### src/rtl/strobe_pkg.sv
// Shared timing constants for the external bus strobe generator.
// Assumes a machine cycle split into two equal halves, each carrying
// one address-latch pulse and one program-fetch strobe.
package strobe_pkg;
    localparam int unsigned CYC_LEN_DEF    = 12; // oscillator periods per machine cycle
    localparam int unsigned RST_CYC_DEF    = 2;  // machine cycles of low reset needed
    localparam int unsigned ALE_OFS_DEF    = 0;  // latch pulse start within a half cycle
    localparam int unsigned ALE_LEN_DEF    = 2;  // latch pulse width
    localparam int unsigned PSEN_OFS_DEF   = 3;  // fetch strobe start within a half cycle
    localparam int unsigned PSEN_LEN_DEF   = 3;  // fetch strobe width
    localparam int unsigned PULSES_PER_CYC = 2;  // strobes of each kind per machine cycle
endpackage

### src/rtl/strobe_rst_filter.sv
// Reset qualifier: asserts core_rst once rst_n has been low for HOLD
// consecutive oscillator-enabled clocks. Assumes rst_n is synchronous
// to clk. The counter is itself cleared synchronously by rst_n high.
module strobe_rst_filter #(
    parameter int unsigned HOLD = 24,
    localparam int unsigned CW  = $clog2(HOLD + 1)
) (
    input  logic clk,
    input  logic rst_n,
    input  logic osc_en,
    output logic core_rst
);
    localparam logic [CW-1:0] HOLD_V = CW'(HOLD);

    logic [CW-1:0] low_cnt;

    // Count oscillator periods spent with the pin low, saturating at HOLD.
    always_ff @(posedge clk) begin
        if (rst_n) begin
            low_cnt <= '0;
        end else if (osc_en && (low_cnt != HOLD_V)) begin
            low_cnt <= low_cnt + 1'b1;
        end
    end

    // Reset is effective once the full hold time has elapsed.
    always_comb core_rst = (low_cnt == HOLD_V);
endmodule

### src/rtl/strobe_phase_ctr.sv
// Machine-cycle phase counter: steps once per oscillator enable and
// wraps after CYC_LEN periods. Held at zero by the qualified reset.
module strobe_phase_ctr #(
    parameter int unsigned CYC_LEN = 12,
    localparam int unsigned PW     = $clog2(CYC_LEN)
) (
    input  logic          clk,
    input  logic          core_rst,
    input  logic          osc_en,
    output logic [PW-1:0] phase
);
    localparam logic [PW-1:0] LAST = PW'(CYC_LEN - 1);

    // Advance the phase, wrapping at the end of the machine cycle.
    always_ff @(posedge clk) begin
        if (core_rst) begin
            phase <= '0;
        end else if (osc_en) begin
            phase <= (phase == LAST) ? '0 : phase + 1'b1;
        end
    end
endmodule

### src/rtl/strobe_window.sv
// Phase window decoder: hit is high while phase lies in
// [START, START+LEN). Assumes START+LEN does not pass the cycle end and
// that the modular difference of a phase below START exceeds LEN.
module strobe_window #(
    parameter int unsigned PW    = 4,
    parameter int unsigned START = 0,
    parameter int unsigned LEN   = 2
) (
    input  logic [PW-1:0] phase,
    output logic          hit
);
    localparam logic [PW-1:0] S_V = PW'(START);
    localparam logic [PW-1:0] L_V = PW'(LEN);

    logic [PW-1:0] rel;

    // Offset from window start, modulo the counter width.
    always_comb rel = phase - S_V;
    // Inside the window when the offset is below the width.
    always_comb hit = (rel < L_V);
endmodule

### src/rtl/strobe_shaper.sv
// Strobe shaping: decodes the latch and fetch windows from the phase and
// applies the data-access, latch-off and reset suppression rules.
// Assumes the mode inputs are stable across the cycle they qualify.
module strobe_shaper #(
    parameter int unsigned CYC_LEN  = 12,
    parameter int unsigned NPULSE   = 2,
    parameter int unsigned ALE_OFS  = 0,
    parameter int unsigned ALE_LEN  = 2,
    parameter int unsigned PSEN_OFS = 3,
    parameter int unsigned PSEN_LEN = 3,
    localparam int unsigned PW      = $clog2(CYC_LEN),
    localparam int unsigned SLOT    = CYC_LEN / NPULSE
) (
    input  logic          rst_n,
    input  logic [PW-1:0] phase,
    input  logic          xdata_cycle,
    input  logic          movx_movc,
    input  logic          ext_exec,
    input  logic          ale_off,
    output logic          ale,
    output logic          psen_n
);
    logic [NPULSE-1:0] ale_hit;
    logic [NPULSE-1:0] ale_keep;
    logic [NPULSE-1:0] psen_hit;

    for (genvar k = 0; k < NPULSE; k++) begin : g_slot
        strobe_window #(
            .PW(PW), .START(k * SLOT + ALE_OFS), .LEN(ALE_LEN)
        ) u_ale_win (
            .phase(phase), .hit(ale_hit[k])
        );
        strobe_window #(
            .PW(PW), .START(k * SLOT + PSEN_OFS), .LEN(PSEN_LEN)
        ) u_psen_win (
            .phase(phase), .hit(psen_hit[k])
        );
        if (k == NPULSE - 1) begin : g_skip
            // The final latch pulse gives way to a data access.
            always_comb ale_keep[k] = ale_hit[k] & ~xdata_cycle;
        end else begin : g_keep
            // Earlier latch pulses always survive a data access.
            always_comb ale_keep[k] = ale_hit[k];
        end
    end

    logic ale_allowed;

    // Latch-off bit is overridden by external execution or a data move.
    always_comb ale_allowed = ~ale_off | ext_exec | movx_movc;

    // Address-latch output, forced low while the reset pin is low.
    always_comb ale = rst_n & ale_allowed & (|ale_keep);

    // Fetch strobe only during external execution outside data cycles.
    always_comb psen_n = ~(rst_n & ext_exec & ~xdata_cycle & (|psen_hit));
endmodule

### src/rtl/bus_strobe_gen.sv
// External bus strobe generator top: reset filter, phase counter,
// latch-off control bit and strobe shaper. Assumes every input is
// synchronous to clk; osc_en marks one oscillator period.
module bus_strobe_gen
    import strobe_pkg::*;
#(
    parameter int unsigned CYC_LEN  = CYC_LEN_DEF,
    parameter int unsigned RST_CYC  = RST_CYC_DEF,
    parameter int unsigned ALE_OFS  = ALE_OFS_DEF,
    parameter int unsigned ALE_LEN  = ALE_LEN_DEF,
    parameter int unsigned PSEN_OFS = PSEN_OFS_DEF,
    parameter int unsigned PSEN_LEN = PSEN_LEN_DEF,
    localparam int unsigned PW      = $clog2(CYC_LEN)
) (
    input  logic          clk,
    input  logic          rst_n,
    input  logic          osc_en,
    input  logic          xdata_cycle,
    input  logic          movx_movc,
    input  logic          ext_exec,
    input  logic          aux_wr_en,
    input  logic          aux_wr_data,
    output logic          ale,
    output logic          psen_n,
    output logic [PW-1:0] phase
);
    logic core_rst;
    logic ale_off;

    strobe_rst_filter #(.HOLD(RST_CYC * CYC_LEN)) u_rst (
        .clk(clk), .rst_n(rst_n), .osc_en(osc_en), .core_rst(core_rst)
    );

    strobe_phase_ctr #(.CYC_LEN(CYC_LEN)) u_phase (
        .clk(clk), .core_rst(core_rst), .osc_en(osc_en), .phase(phase)
    );

    // Software latch-off control bit, cleared by the qualified reset.
    always_ff @(posedge clk) begin
        if (core_rst) begin
            ale_off <= 1'b0;
        end else if (aux_wr_en) begin
            ale_off <= aux_wr_data;
        end
    end

    strobe_shaper #(
        .CYC_LEN(CYC_LEN), .NPULSE(PULSES_PER_CYC),
        .ALE_OFS(ALE_OFS), .ALE_LEN(ALE_LEN),
        .PSEN_OFS(PSEN_OFS), .PSEN_LEN(PSEN_LEN)
    ) u_shape (
        .rst_n(rst_n), .phase(phase), .xdata_cycle(xdata_cycle),
        .movx_movc(movx_movc), .ext_exec(ext_exec), .ale_off(ale_off),
        .ale(ale), .psen_n(psen_n)
    );
endmodule

### config.mk
export PLATFORM = sky130hd
export DESIGN_NAME = bus_strobe_gen
export DESIGN_NICKNAME = d
export VERILOG_FILES = /design/src/rtl/strobe_pkg.sv /design/src/rtl/strobe_rst_filter.sv /design/src/rtl/strobe_phase_ctr.sv /design/src/rtl/strobe_window.sv /design/src/rtl/strobe_shaper.sv /design/src/rtl/bus_strobe_gen.sv
export SDC_FILE = /design/constraint.sdc
export NUM_CORES = 1
export LEC_CHECK = 0
export ABC_AREA = 1
export BUFFER_PORTS_ARGS = -buffer_cell sky130_fd_sc_hd__buf_2
export CORE_UTILIZATION = 45
export CTS_CLUSTER_DIAMETER = 80
export DETAILED_ROUTE_END_ITERATION = 12
export PLACE_DENSITY = 0.75
export REMOVE_ABC_BUFFERS = 1
export SETUP_SLACK_MARGIN = 0.2
export SLEW_MARGIN = 25
export SYNTH_ARGS = -nofsm -noshare
export SYNTH_HDL_FRONTEND = slang
export SYNTH_SLANG_ARGS = --single-unit
### constraint.sdc
create_clock -name clk -period 1.9 [get_ports clk]
set_input_delay 0 -clock clk [delete_from_list [all_inputs] [get_ports clk]]
set_output_delay 0 -clock clk [all_outputs]
set_load 0.05 [all_outputs]
---- Word level (Yosys, flattened, before mapping) ----
Index checks and enable logic that the tools add are counted.
W data, S select, Z words.
cells by class
  add/subtract/negate cells ............... 5
  $lt $le $gt $ge ......................... 4
  equal/unequal tests ..................... 3
  mux-type cells .......................... 1
  bitwise operators ....................... 11
  reductions and logical operators ........ 3
operator list
  operator               count
  $lt A4 B2 Y1 const B   4
  $and A1 B1 Y1          6
  $add A5 B1 Y5 const B  1
  $eq A5 B5 Y1 const B   1
  $ne A5 B5 Y1 const B   1
  $add A4 B1 Y4 const B  1
  $eq A4 B4 Y1 const B   1
  $mux W4                1
  $reduce_or A2 Y1       2
  $sub A4 B2 Y4 const B  1
  $sub A4 B3 Y4 const B  1
  $sub A4 B4 Y4 const B  1
  $not A1 Y1             3
  $or A1 B1 Y1           2
  $logic_and A1 B1 Y1    1
word-level totals
  register bits after elaboration ......... 10
  word-level logic and storage cells ...... 30

---- Logic depth before layout (Yosys ltp) ----
  depth after elaboration ................. 5
  gate-level depth with buffers ........... 9
  gate-level depth less buffers ........... 9

---- Cells and area by module ----
Synthesis repeated with hierarchy kept, for this count alone.
unflattened totals
  cell total of the unflattened synthesis .. 100
  area total of the unflattened synthesis .. 631.9 um2
by module, submodules not included
  module                                         times used  cells each  area each (um2)
  strobe_rst_filter                              1           40          267.8
  strobe_phase_ctr                               1           25          185.2
  bus_strobe_gen                                 1           7           45.0
  strobe_shaper                                  1           9           45.0
  strobe_window at u_shape.g_slot[1].u_ale_win   1           6           32.5
  strobe_window at u_shape.g_slot[0].u_psen_win  1           5           23.8
  strobe_window at u_shape.g_slot[0].u_ale_win   1           4           17.5
  strobe_window at u_shape.g_slot[1].u_psen_win  1           4           15.0

---- Least setup slack after synthesis ----
OpenSTA, ideal clock, no wires.
  path type ............................... reg2out
  from .................................... register u_phase.phase[1]
  to ...................................... output ale
  arrival time ............................ 2.256 ns
  path slack .............................. -0.356 ns
  stages on the path, launching flop included .. 6
  cells stage by stage .................... dfxtp_1 inv_1 ha_1 nor3_1 nand2_1 a21oi_1
between the ends
  longest elaborated chain between the ends .. 5
RTL lines
  item                    RTL line                source
  from (decl)             strobe_phase_ctr.sv:10  output logic [PW-1:0] phase
  from (signal assigned)  strobe_phase_ctr.sv:19  phase <= (phase == LAST) ? '0 : phase + 1'b1;
  $sub A4 B3 Y4           strobe_window.sv:18     always_comb rel = phase - S_V;
  $lt A4 B2 Y1            strobe_window.sv:20     always_comb hit = (rel < L_V);
  $and A1 B1 Y1           strobe_shaper.sv:40     always_comb ale_keep[k] = ale_hit[k] & ~xdata_cycle;
  $reduce_or A2 Y1 (*)    strobe_shaper.sv:53     always_comb ale = rst_n & ale_allowed & (|ale_keep);
  $and A1 B1 Y1 (*)       strobe_shaper.sv:53
  to (decl)               bus_strobe_gen.sv:23    output logic ale,
Mark *: on every way between the ends. The rest lies on a longest branch, timed or not.

---- Worst setup path after layout ----
Same ends and word-level chain as after synthesis.

==> impl_metrics.tcl <==
set metrics [dict create \
    clk_path_buf_depth 2 \
    post_cts_buffers 0 \
    setup.worst_path.start_class "register" \
    hp-class "in2reg" \
    yosysMostFrequentCell "nand2_1" \
    gp_congestion 0.833 \
    power_density_nw_per_um2 1350 \
    setup_viol 0 \
    cp-end-kind "output port" \
    finalPower_uw 1230 \
    dr_total_vias 734 \
    insertedDiodeCount 0 \
    synthTopCellsByCount "32 x nand2_1, 13 x inv_1, 11 x nor2_1" \
    dp_hpwl_microns 1190 \
    clk_latency_ps 270 \
    io_pins 14 \
    synth-seq-area-share_pct 25.9 \
    routed_wl_microns 1510 \
    avgSynthCellArea_sq_um 6.89 \
    fin_tns_setup_ps 0 \
    cts_sinks 10 \
    drive_gt1_share_pct 24.6 \
    fill_cells 149 \
    timing.fmax_mhz 603 \
    ir_drop_mv 0.656 \
    regArea_sq_um 209 \
    violations "DRC" \
    finalHoldViolCount 0 \
    p_leak_uw 0.000478 \
    drtIter0Drc 15 \
    ys_async_sr_fraction_pct 0 \
    yosys_warnings 0 \
    fin_crit_ps 1660 \
    worst_pin_slew_ps 276 \
    layout.nets 149 \
    cts_tree "yes" \
    antenna_found_initial 0 \
    rsz0062_at_grt "yes" \
    maxSlewHeadroom_pct 81.6 \
    grt_pass1_wl_microns 2520 \
    ys_ff_latch 10 \
    netlist.area_leader.share_pct 25.9 \
    root_buffer "clkbuf_4" \
    yosysTopAreaCell "dfxtp_1" \
    syn_to_final_growth_pct 18.0 \
    whs_path_depth 3 \
    core_area_sq_um 1560 \
    critPathRequiredTime_ps 1900 \
    cts_htree_levels 1 \
    holdWs_ps 36.1 \
    drc 2 \
    die_area_sq_um 1890 \
    wl_per_cell_microns 10.3 \
    grt.total_usage_pct 17.7 \
    drtPass1Iterations 8 \
    grt_pass1_vias 636 \
    reg2reg_depth 8 \
    path_clk_slew_ps 70 \
    ant_nets 0 \
    initial_core_util_pct 49.5 \
    synth_edf_count 0 \
    final_max_slew_viol_count 0 \
    final_cells 146 \
    cp_max_fo 7 \
    dieHeight_microns 43.4 \
    grt_overflow_total 0 \
    fin_skew_ps 2.85 \
    synth_area_leaders "dfxtp_1 26%, ha_1 16%, nand2_1 16%, inv_1 6.3%, nor2_1 5.3%" \
    maxCapViolCount 0 \
    cts_made_buffers 3 \
    synthFlopType "dfxtp_1" \
    via_per_inst 5.03 \
    finalCritPeriodShare_pct 87.3 \
    synthesis.area_sq_um 772 \
    fp-row-count 14 \
    dp_cells 139 \
    multi_input_area_sq_um 485 \
    status "finished, violations left" \
    die_w_microns 43.4 \
    crit_type "reg2out" \
    arrival_ps 1660 \
    grt_max_degree 11 \
    synthCells 112 \
    portBuffers 13 \
    netlist-cell-type-count 20 \
]
## logic make-up (layout without fill, tap and decap cells)
kind of cell	count (synthesis)	after routing	share of synthesized area [%]
xor+xnor	2	2	2.27
fa+ha+maj	10	10	16.2
flops	10	10	25.9
buf+inv	18	36	11.8
compound gates	11	11	7.46
mux	1	1	1.30
simple gates	60	60	35.0
## what timing repair did
action | in CTS | in global routing
endpoints found under the setup margin | 2 | 2
hold endpoints to repair | 3 | 0
pin swaps | 0 | 0
hold buffers | 3 | 0
resized for setup | 3 | 6
## worst max-delay path: stages (launching register included)
cell and delay (ps):
dfxtp_4 390, inv_2 80, ha_1 320, nor3_2 180, nand2_1 70, a21oi_1 140
buf_4 220
## final timing paths
path / start / end / slack, ps
worst min-delay path: osc_en / u_phase.phase[1] / 40
worst min register to register: u_rst.low_cnt[4] / u_rst.low_cnt[4] / 500
worst max register to register: u_rst.low_cnt[0] / u_rst.low_cnt[1] / 580
worst max-delay path: u_phase.phase[1] / ale / 240
## cells in the final DEF, fill, tap and decap left out, types with 3 or more instances in the layout
cell type      instances
nand3_1                4
buf_2                 12
nor2_2                 3
a21oi_1                6
dlygate4sd3_1          3
nand4_1                3
nand2_1               32
inv_1                 12
ha_1                  10
nor2_1                11
inv_2                  3
clkbuf_4               3
o21ai_0                4
dfxtp_1                7
## metal layers
| metal | vias to the layer above | share of wire (%) | wire length (microns) | global-route usage, % |
|---|---|---|---|---|
| met1 | 332 | 45 | 675 | 21.3 |
| li1 | 390 | - | - | - |
| met2 | 9 | 51 | 776 | 31.2 |
| met4 | 0 | 1.7 | 26 | 8.13 |
| met3 | 3 | 1.9 | 29 | 2.50 |
| met5 | - | 0 | 0 | 0 |
## where the power goes
group / internal (uW) / total (uW) / switching [uW]
logic: 223 / 677 / 455
registers: 274 / 355 / 81.2
clock network: 116 / 194 / 77.1
## state kept, by name, summed over array words and instances, names as in the netlist
signal,flops
u_rst.low_cnt,5
u_phase.phase,4
ale_off,1
## metrics by stage
stage	cell area, sq um	setup WS (ps)	utilization (%)
after floorplan	741	-356	-
after global placement	826	428	53.0
after detailed placement	826	337	53.0
after CTS	896	219	57.5
after global routing	911	148	58.4
final	911	242	58.4
## cell type report
type,count,area share [%]
Tap cell,16,2.20
Timing Repair Buffer,16,10.7
Inverter,16,6.87
Sequential cell,10,22.9
Multi-Input combinational cell,84,53.3
Clock buffer,4,3.98
(Power assumes the default switching activity.)
